==> src/rtl/osc_pkg.sv <==
package osc_pkg;
  localparam int unsigned CH_N = 8;

  typedef struct packed {
    logic cs_n;
    logic sck;
    logic sdi;
  } ser_t;
endpackage

==> src/rtl/osc_sync.sv <==
module osc_sync #(
  parameter int unsigned W      = 1,
  parameter int unsigned STAGES = 2
) (
  input  logic         clk_i,
  input  logic [W-1:0] d_i,
  output logic [W-1:0] q_o
);
  logic [W-1:0] stg_q [STAGES];

  always_ff @(posedge clk_i) begin
    stg_q[0] <= d_i;
    for (int i = 1; i < STAGES; i++) stg_q[i] <= stg_q[i-1];
  end

  assign q_o = stg_q[STAGES-1];
endmodule

==> src/rtl/osc_frame.sv <==
module osc_frame
  import osc_pkg::*;
#(
  parameter int unsigned W = 8
) (
  input  logic         clk_i,
  input  logic         rst_ni,
  input  ser_t         ser_i,
  input  logic [W-1:0] status_i,
  output logic         so_o,
  output logic [W-1:0] cmd_o,
  output logic         commit_o
);
  localparam int unsigned CNT_W   = $clog2(W + 1) + 1;
  localparam logic [CNT_W-1:0] CNT_MAX = '1;
  localparam logic [CNT_W-1:0] CNT_FULL = CNT_W'(W);

  ser_t             prev_q;
  logic             start, stop, tick;
  logic [CNT_W-1:0] cnt_q;
  logic [W-1:0]     cmd_sh_q;
  logic [W-1:0]     so_sh_q;

  // edge detector and status path carry no reset: reset must not touch SO
  always_ff @(posedge clk_i) prev_q <= ser_i;

  assign start = prev_q.cs_n & ~ser_i.cs_n;
  assign stop  = ~prev_q.cs_n & ser_i.cs_n;
  assign tick  = ~ser_i.cs_n & ~prev_q.sck & ser_i.sck;

  always_ff @(posedge clk_i or negedge rst_ni) begin
    if (!rst_ni) begin
      cnt_q <= '0;
    end else if (start) begin
      cnt_q <= '0;
    end else if (tick && cnt_q != CNT_MAX) begin
      cnt_q <= cnt_q + 1'b1;
    end
  end

  always_ff @(posedge clk_i or negedge rst_ni) begin
    if (!rst_ni)   cmd_sh_q <= '0;
    else if (tick) cmd_sh_q <= {cmd_sh_q[W-2:0], ser_i.sdi};
  end

  always_ff @(posedge clk_i) begin
    if (start)     so_sh_q <= status_i;
    else if (tick) so_sh_q <= {so_sh_q[W-2:0], ser_i.sdi};
  end

  assign so_o     = so_sh_q[W-1];
  assign cmd_o    = cmd_sh_q;
  assign commit_o = stop & (cnt_q == CNT_FULL);

  // a frame commits at most once
  p_single_commit_r2: assert property (@(posedge clk_i) disable iff (!rst_ni)
    commit_o |=> !commit_o);
endmodule

==> src/rtl/osc_chan.sv <==
module osc_chan (
  input  logic clk_i,
  input  logic rst_ni,
  input  logic commit_i,
  input  logic cmd_bit_i,
  input  logic sfpd_i,
  input  logic oc_i,
  input  logic ot_i,
  output logic en_o
);
  logic cmd_q, trip_q, trip_set;

  assign trip_set = en_o & oc_i & (~sfpd_i | ot_i);

  always_ff @(posedge clk_i or negedge rst_ni) begin
    if (!rst_ni) begin
      cmd_q  <= 1'b0;
      trip_q <= 1'b0;
    end else if (commit_i) begin
      cmd_q  <= cmd_bit_i;
      trip_q <= 1'b0;
    end else if (trip_set) begin
      trip_q <= 1'b1;
    end
  end

  assign en_o = cmd_q & ~trip_q;

  p_latch_off_r7: assert property (@(posedge clk_i) disable iff (!rst_ni)
    (en_o && oc_i && !sfpd_i && !commit_i) |=> !en_o);
  p_hold_on_r8: assert property (@(posedge clk_i) disable iff (!rst_ni)
    (en_o && oc_i && sfpd_i && !ot_i && !commit_i) |=> en_o);
  p_hot_off_r8: assert property (@(posedge clk_i) disable iff (!rst_ni)
    (en_o && oc_i && sfpd_i && ot_i && !commit_i) |=> !en_o);
endmodule

==> src/rtl/octal_switch_ctrl.sv <==
module octal_switch_ctrl
  import osc_pkg::*;
#(
  parameter int unsigned CH     = CH_N,
  parameter int unsigned STAGES = 2
) (
  input  logic          clk_i,
  input  logic          rst_ni,
  input  logic          cs_ni,
  input  logic          sclk_i,
  input  logic          sdi_i,
  input  logic          sfpd_i,
  input  logic [CH-1:0] drain_hi_i,
  input  logic [CH-1:0] oc_i,
  input  logic [CH-1:0] ot_i,
  output logic          sdo_o,
  output logic          sdo_oe_o,
  output logic [CH-1:0] sw_en_o
);
  localparam int unsigned SER_W = $bits(ser_t);

  ser_t          ser_raw, ser_s;
  logic [CH-1:0] cmd_word;
  logic          commit;

  assign ser_raw = '{cs_n: cs_ni, sck: sclk_i, sdi: sdi_i};

  osc_sync #(.W(SER_W), .STAGES(STAGES)) u_sync (
    .clk_i (clk_i),
    .d_i   (ser_raw),
    .q_o   (ser_s)
  );

  osc_frame #(.W(CH)) u_frame (
    .clk_i    (clk_i),
    .rst_ni   (rst_ni),
    .ser_i    (ser_s),
    .status_i (drain_hi_i),
    .so_o     (sdo_o),
    .cmd_o    (cmd_word),
    .commit_o (commit)
  );

  for (genvar k = 0; k < CH; k++) begin : g_ch
    osc_chan u_chan (
      .clk_i     (clk_i),
      .rst_ni    (rst_ni),
      .commit_i  (commit),
      .cmd_bit_i (cmd_word[k]),
      .sfpd_i    (sfpd_i),
      .oc_i      (oc_i[k]),
      .ot_i      (ot_i[k]),
      .en_o      (sw_en_o[k])
    );
  end

  // tri-state control follows chip select only
  assign sdo_oe_o = ~cs_ni;

  // no channel turns on without a committed frame
  p_no_turn_on_r3: assert property (@(posedge clk_i) disable iff (!rst_ni)
    !commit |=> ((sw_en_o & ~$past(sw_en_o)) == '0));
endmodule

==> config.mk <==
export PLATFORM = sky130hd
export DESIGN_NAME = octal_switch_ctrl
export DESIGN_NICKNAME = d
export VERILOG_FILES = /design/src/rtl/osc_pkg.sv /design/src/rtl/osc_sync.sv /design/src/rtl/osc_frame.sv /design/src/rtl/osc_chan.sv /design/src/rtl/octal_switch_ctrl.sv
export SDC_FILE = /design/constraint.sdc
export NUM_CORES = 1
export LEC_CHECK = 0
export CAP_MARGIN = 5
export CORE_AREA = 4 4 79 81
export CTS_CLUSTER_SIZE = 16
export DETAILED_ROUTE_END_ITERATION = 8
export DIE_AREA = 0 0 83 85
export DONT_BUFFER_PORTS = 1
export PLACE_DENSITY = 0.56
export SLEW_MARGIN = 10
export SYNTH_ARGS = -nofsm -noshare
export SYNTH_HDL_FRONTEND = slang
export SYNTH_SLANG_ARGS = --single-unit
==> constraint.sdc <==
create_clock -name clk_i -period 3.9 [get_ports clk_i]
set_clock_uncertainty 0.05 [all_clocks]
set_input_delay 0.78 -clock clk_i [delete_from_list [all_inputs] [get_ports clk_i]]
set_output_delay 0.78 -clock clk_i [all_outputs]
set_load 0.02 [all_outputs]
### Yosys cells after proc, flatten, opt, wreduce, memory -nomap -nowiden

Memories as Yosys holds them, arrays and structs flattened.
Index checks and enable logic that the tools add are counted.

* divide/modulo/power cells: 0
* order comparisons: 0
* shifts and indexed selects: 0
* $add $sub $neg: 1
* muxes and demuxes: 20
* reduce and logical (&&, ||, !) cells: 11
* $mul: 0
* bitwise gates (word level): 50
* eq/ne operators: 2

Operators by type and width (number)
* 1-bit bitwise AND: 29
* 2-bit nonzero test: 10
* 1-bit two-way mux: 16
* 8-bit two-way mux: 2
* 1-bit NOT: 13
* 5-bit two-way mux: 2
* 1-bit OR: 8
* 5-bit by 1-bit adder with 5-bit output (second input constant): 1
* 5-bit by 4-bit equality test with 1-bit output (second input constant): 1
* 5-bit inequality test (second input constant): 1
* 1-bit logical AND: 1

* bits in read-only memories: 0
* memory bits (writable): 6
* bits in latches: 0
* memories kept: 1
* input port bits: 30
* register bits after elaboration: 39
* word-level logic and storage cells: 106
* output and inout port bits: 10

Memories
* u_sync.stg_q: depth 2, bits a word 3, read ports 2, clocked after Yosys merged registers in 0, write ports 2, RTL line osc_sync.sv:9 `logic [W-1:0] stg_q [STAGES];`

### Longest topological paths before layout

* depth in word-level cells: 6
* depth in mapped cells: 6
* depth with buffers taken out: 6

### By module

A second synthesis with hierarchy kept.

* cells, all modules: 170
* area total of the unflattened synthesis: 1846.8 µm²

Modules (own cells, without submodules)
* osc_frame: area an instance 999.7 µm², cells each 104, seq. area each 605.6 µm², times used 1
* osc_chan: area an instance 87.6 µm², cells each 7, seq. area each 50.0 µm², times used 8
* osc_sync: area an instance 142.6 µm², cells each 9, seq. area each 120.1 µm², times used 1
* octal_switch_ctrl: area an instance 3.8 µm², cells each 1, seq. area each 0.0 µm², times used 1

### Worst setup path after synthesis

OpenSTA, ideal clock, no wires.

* path kind: register -> register
* start: register u_frame.cnt_q[0]
* end: register u_frame.cnt_q[1]
* slack: 2.053 ns
* stages on the path, launching flop included: 7
* setup time: 0.132 ns
* data required time: 3.718 ns
* arrival time: 1.666 ns
* clock period less this slack: 1.847 ns
* path buffers: 0
* path through: dfrtp_1 -> ha_1 -> and3_1 -> ha_1 -> nor4b_2 -> mux2i_1 -> nor2_1

* cells in the longest elaborated chain, start to end: 3
* elaborated cells on any way between the ends: 6
* classes of those cells: 1 x add/sub; 1 x eq/ne; 2 x mux; 2 x reduce/logical

RTL lines
* start: declaration: RTL line osc_frame.sv:20 `logic [CNT_W-1:0] cnt_q;`
* start signal: assignment: RTL line osc_frame.sv:37 `cnt_q <= cnt_q + 1'b1;`
* 5-bit by 1-bit adder with 5-bit output or 5-bit inequality test (tied branches): RTL line osc_frame.sv:37, osc_frame.sv:36
* 5-bit two-way mux or 1-bit logical AND (tied branches): RTL line osc_frame.sv:36 `end else if (tick && cnt_q != CNT_MAX) begin`
* 5-bit two-way mux or 2-bit nonzero test (tied branches)

Parallel ways exist; a longest one is shown, timed or not. The select of a mux whose other input is x is not followed.
A chain may end at the register's enable or synchronous reset.

### Final worst setup path

* start: register u_frame.cnt_q[0]
* end: register g_ch[3].u_chan.cmd_q

* cells in the longest elaborated chain, start to end: 2

RTL lines
* 5-bit by 4-bit equality test with 1-bit output: RTL line osc_frame.sv:53 `assign commit_o = stop & (cnt_q == CNT_FULL);`
* 1-bit bitwise AND: RTL line osc_frame.sv:53
* end signal: assignment: RTL line osc_chan.sv:20 `cmd_q <= cmd_bit_i;`
* end: declaration: RTL line osc_chan.sv:11 `logic cmd_q, trip_q, trip_set;`

No other way between the ends.

==> impl_metrics.csv <==
group,metric,value,unit
setup_path,start_kind,"register",
detailed_routing,detail_route.wl_per_cell,13.8,um
detailed_routing,vias_per_cell,4.73,
synthesis,async_flop_share,0.644,
setup_path,crit_chain,"inv_1, ha_1, nand4bb_1, nor3b_2, mux2_2",
setup_path,cp_slowest_cell,"nor3b_2",
clocking,post_cts_resize_count,0,
setup_path,crit_type,"register to register",
clocking,cts_made_buffers,5,
setup_path,cp.required,4.03,ns
synthesis,syn_nets,191,
synthesis,synth_seq_cells,45,
sta,hold-worst-slack,0.117,ns
setup_path,cpLargestDelayFamily,"simple AND/OR/NAND/NOR gates",
place,placed_cells,218,
place,gp_congestion,0.827,
detailed_routing,wirelength,3.12,mm
outcome,status,"finished clean",
layout,fillers,555,
sta,setup_viol,0,
layout,nets,186,
floorplanning,initial_core_util,0.342,
sta,setup_slack,1.68,ns
sta,hold_viol_final,0,
clocking,path_clk_slew,0.09,ns
global_route,grt_pass1_vias,1081,
sta,fmax,450,MHz
clocking,cts_tree,"built",
setup_path,crit_path_end_kind,"register",
detailed_routing,first_pass_iters,4,
place,io_buffers,0,
clocking,cts_setup_buffers,0,
setup_path,path_buf_inv,1,
synthesis,synthTopCellsByArea,"dfrtp_1 (39%), edfxtp_1 (13%), mux2_2 (9.6%)",
global_route,track_usage,0.0903,
clocking,clkLatencyLatePin,0.29,ns
floorplanning,rows,27,
global_route,grt_pass1_wl,5.04,mm
synthesis,netlist_instances,158,
global_route,grt-ovfl-total,0,
detailed_routing,ant_nets,0,
synthesis,synth_top_area_share,0.388,
sta,slew_violations,0,
layout,final_cells,226,
sta,slew_headroom,0.300,
detailed_routing,num_vias,1069,
place,dp_hpwl,2.32,mm
synthesis,yosys-top-cells-count,"dfrtp_1 (29), nand2_1 (27), mux2_2 (16), nor2_1 (11), nand2b_1 (10)",
clocking,cts-root-buf,"clkbuf_8",
run,maxCapViolations,0,
sta,finalCritPeriodShare,0.570,
global_route,grt_max_degree,30,
floorplanning,die_h,85,um
detailed_routing,remaining_drc_errors,0,
layout,insertedDiodeCount,0,
floorplanning,dieArea,7060,um2
sta,period_minus_slack,2.22,ns
synthesis,syn_area,1870,um2
detailed_routing,drt_iter0_drc,60,
clocking,cts_sinks,45,
synthesis,post-synth-top-count-cell,"dfrtp_1",
floorplanning,core,5470,um2
power,p_leak,0.920,nW
hold_path,hp-class,"input pin to async pin",
floorplanning,die_w,83,um
setup_path,crit_arrival,2.35,ns
synthesis,synth_area_leader_cell,"dfrtp_1",
floorplanning,ios,40,
sta,rsz0062_at_grt,"no",
synthesis,ys_types,27,
clocking,hold_buffers,0,
power,pwr_density_cell,474,nW/um2
sta,setup_tns,0,ns
global_route,antenna_found_initial,0,
setup_path,max_stage_delay,0.85,ns
layout,area.growth.synth_to_final,6.56,%
power,peakVddDrop,0.000168,V
clocking,cts_max_level,2,
synthesis,avgSynthCellArea,11.8,um2
sta,worst_pin_slew,1.05,ns
layout,drive_gt1_frac,0.169,
synthesis,ys_seq_area_frac,0.602,
clocking,clk_path_buf_depth,2,
synthesis,synth_edf_count,8,
setup_path,cp_max_fo,16,
place,dp_slack,1.65,ns
synthesis,yosysWarnings,0,
synthesis,yosys_most_used_dff,"dfrtp_1",
[layout by cell type (no fill, tap or decap)]
master | synthesis | routed
mux2i_1 | 3 | 3
nand3_1 | 1 | 1
nand4bb_1 | 1 | 1
xnor2_1 | 1 | 1
a31oi_1 | 8 | 8
nor3b_1 | 1 | 1
dfxtp_1 | 8 | 8
inv_1 | 3 | 3
nor3b_2 | 1 | 1
clkbuf_16 | 0 | 1
or3b_1 | 1 | 1
clkinv_4 | 0 | 1
nor4b_2 | 1 | 1
clkinvlp_4 | 0 | 1
nand2_1 | 27 | 27
clkbuf_8 | 0 | 5
or4_1 | 1 | 1
nor2_1 | 11 | 11
mux2_2 | 16 | 16
nor2b_1 | 9 | 9
o31ai_1 | 1 | 1
dfrtp_1 | 29 | 29
ha_1 | 3 | 3
a21oi_1 | 1 | 1
and3_1 | 1 | 1
nand2b_1 | 10 | 10
edfxtp_1 | 8 | 8
[power by group]
group / switching [mW] / internal (mW)
Sequential: 0.0321 / 0.526
Combinational: 0.0269 / 0.0387
Clock: 0.155 / 0.166
Total: 0.214 / 0.731
[metal layers]
layer  track usage  vias to the layer above  part of all wire
met3        0.0398                        6             0.066
met4        0.0490                        0             0.023
met2         0.142                       26              0.49
met1         0.103                      529              0.42
met5             0                        -                 0
li1              -                      508                 -
[per-stage QoR]
step / instance area (um2) / total power [mW] / utilization
floorplan: 1870 / 0.614 / -
global placement: 1880 / 0.628 / 0.344
detailed placement: 1880 / 0.635 / 0.344
CTS: 1990 / 0.961 / 0.364
global route: 1990 / 0.992 / 0.364
finish: 1990 / 0.945 / 0.364
[worst paths after layout]
| kind | start | slack, ns | end | cells after the start |
|---|---|---|---|---|
| max | u_frame.cnt_q[0] | 1.68 | g_ch[3].u_chan.cmd_q | 5 |
| min | rst_ni | 0.12 | g_ch[4].u_chan.trip_q | 0 |
| max reg2reg | u_frame.cnt_q[0] | 1.68 | g_ch[3].u_chan.cmd_q | 5 |
| min reg2reg | u_sync.stg_q[0][1] | 0.28 | u_sync.stg_q[0][4] | 0 |
| max in group asynchronous | rst_ni | 3.60 | u_frame.cnt_q[1] | 0 |
| min in group clk_i | u_sync.stg_q[0][1] | 0.28 | u_sync.stg_q[0][4] | 0 |
[final cells by class]
| cell class | count | area [um2] | share of cell area |
|---|---|---|---|
| inverters | 3 | 11.3 | 0.00565 |
| flip-flops and latches | 45 | 1130 | 0.565 |
| multi-input cells | 98 | 654 | 0.329 |
| well taps | 72 | 90.1 | 0.0452 |
| clock buffers | 6 | 93.8 | 0.0471 |
| clock inverters | 2 | 16.3 | 0.00817 |
[registers in the layout, summed over array words and instances (netlist names)]
register / cells
u_frame.so_sh_q: 8
u_frame.prev_q: 2
u_sync.stg_q: 6
u_frame.cmd_o: 8
g_ch.u_chan.trip_q: 8
g_ch.u_chan.cmd_q: 8
u_frame.cnt_q: 5
[kinds of logic after synthesis]
| kind of cell | share of synthesized area |
|---|---|
| adder cells (fa/ha/maj) | 0.0201 |
| XOR/XNOR | 0.00469 |
| AO/OA/AOI/OAI | 0.0335 |
| buffers and inverters | 0.0475 |
| AND/OR/NAND/NOR | 0.179 |
| multiplexers | 0.112 |
| flip-flops | 0.602 |
Note: power is estimated with default switching activity, not from simulation.
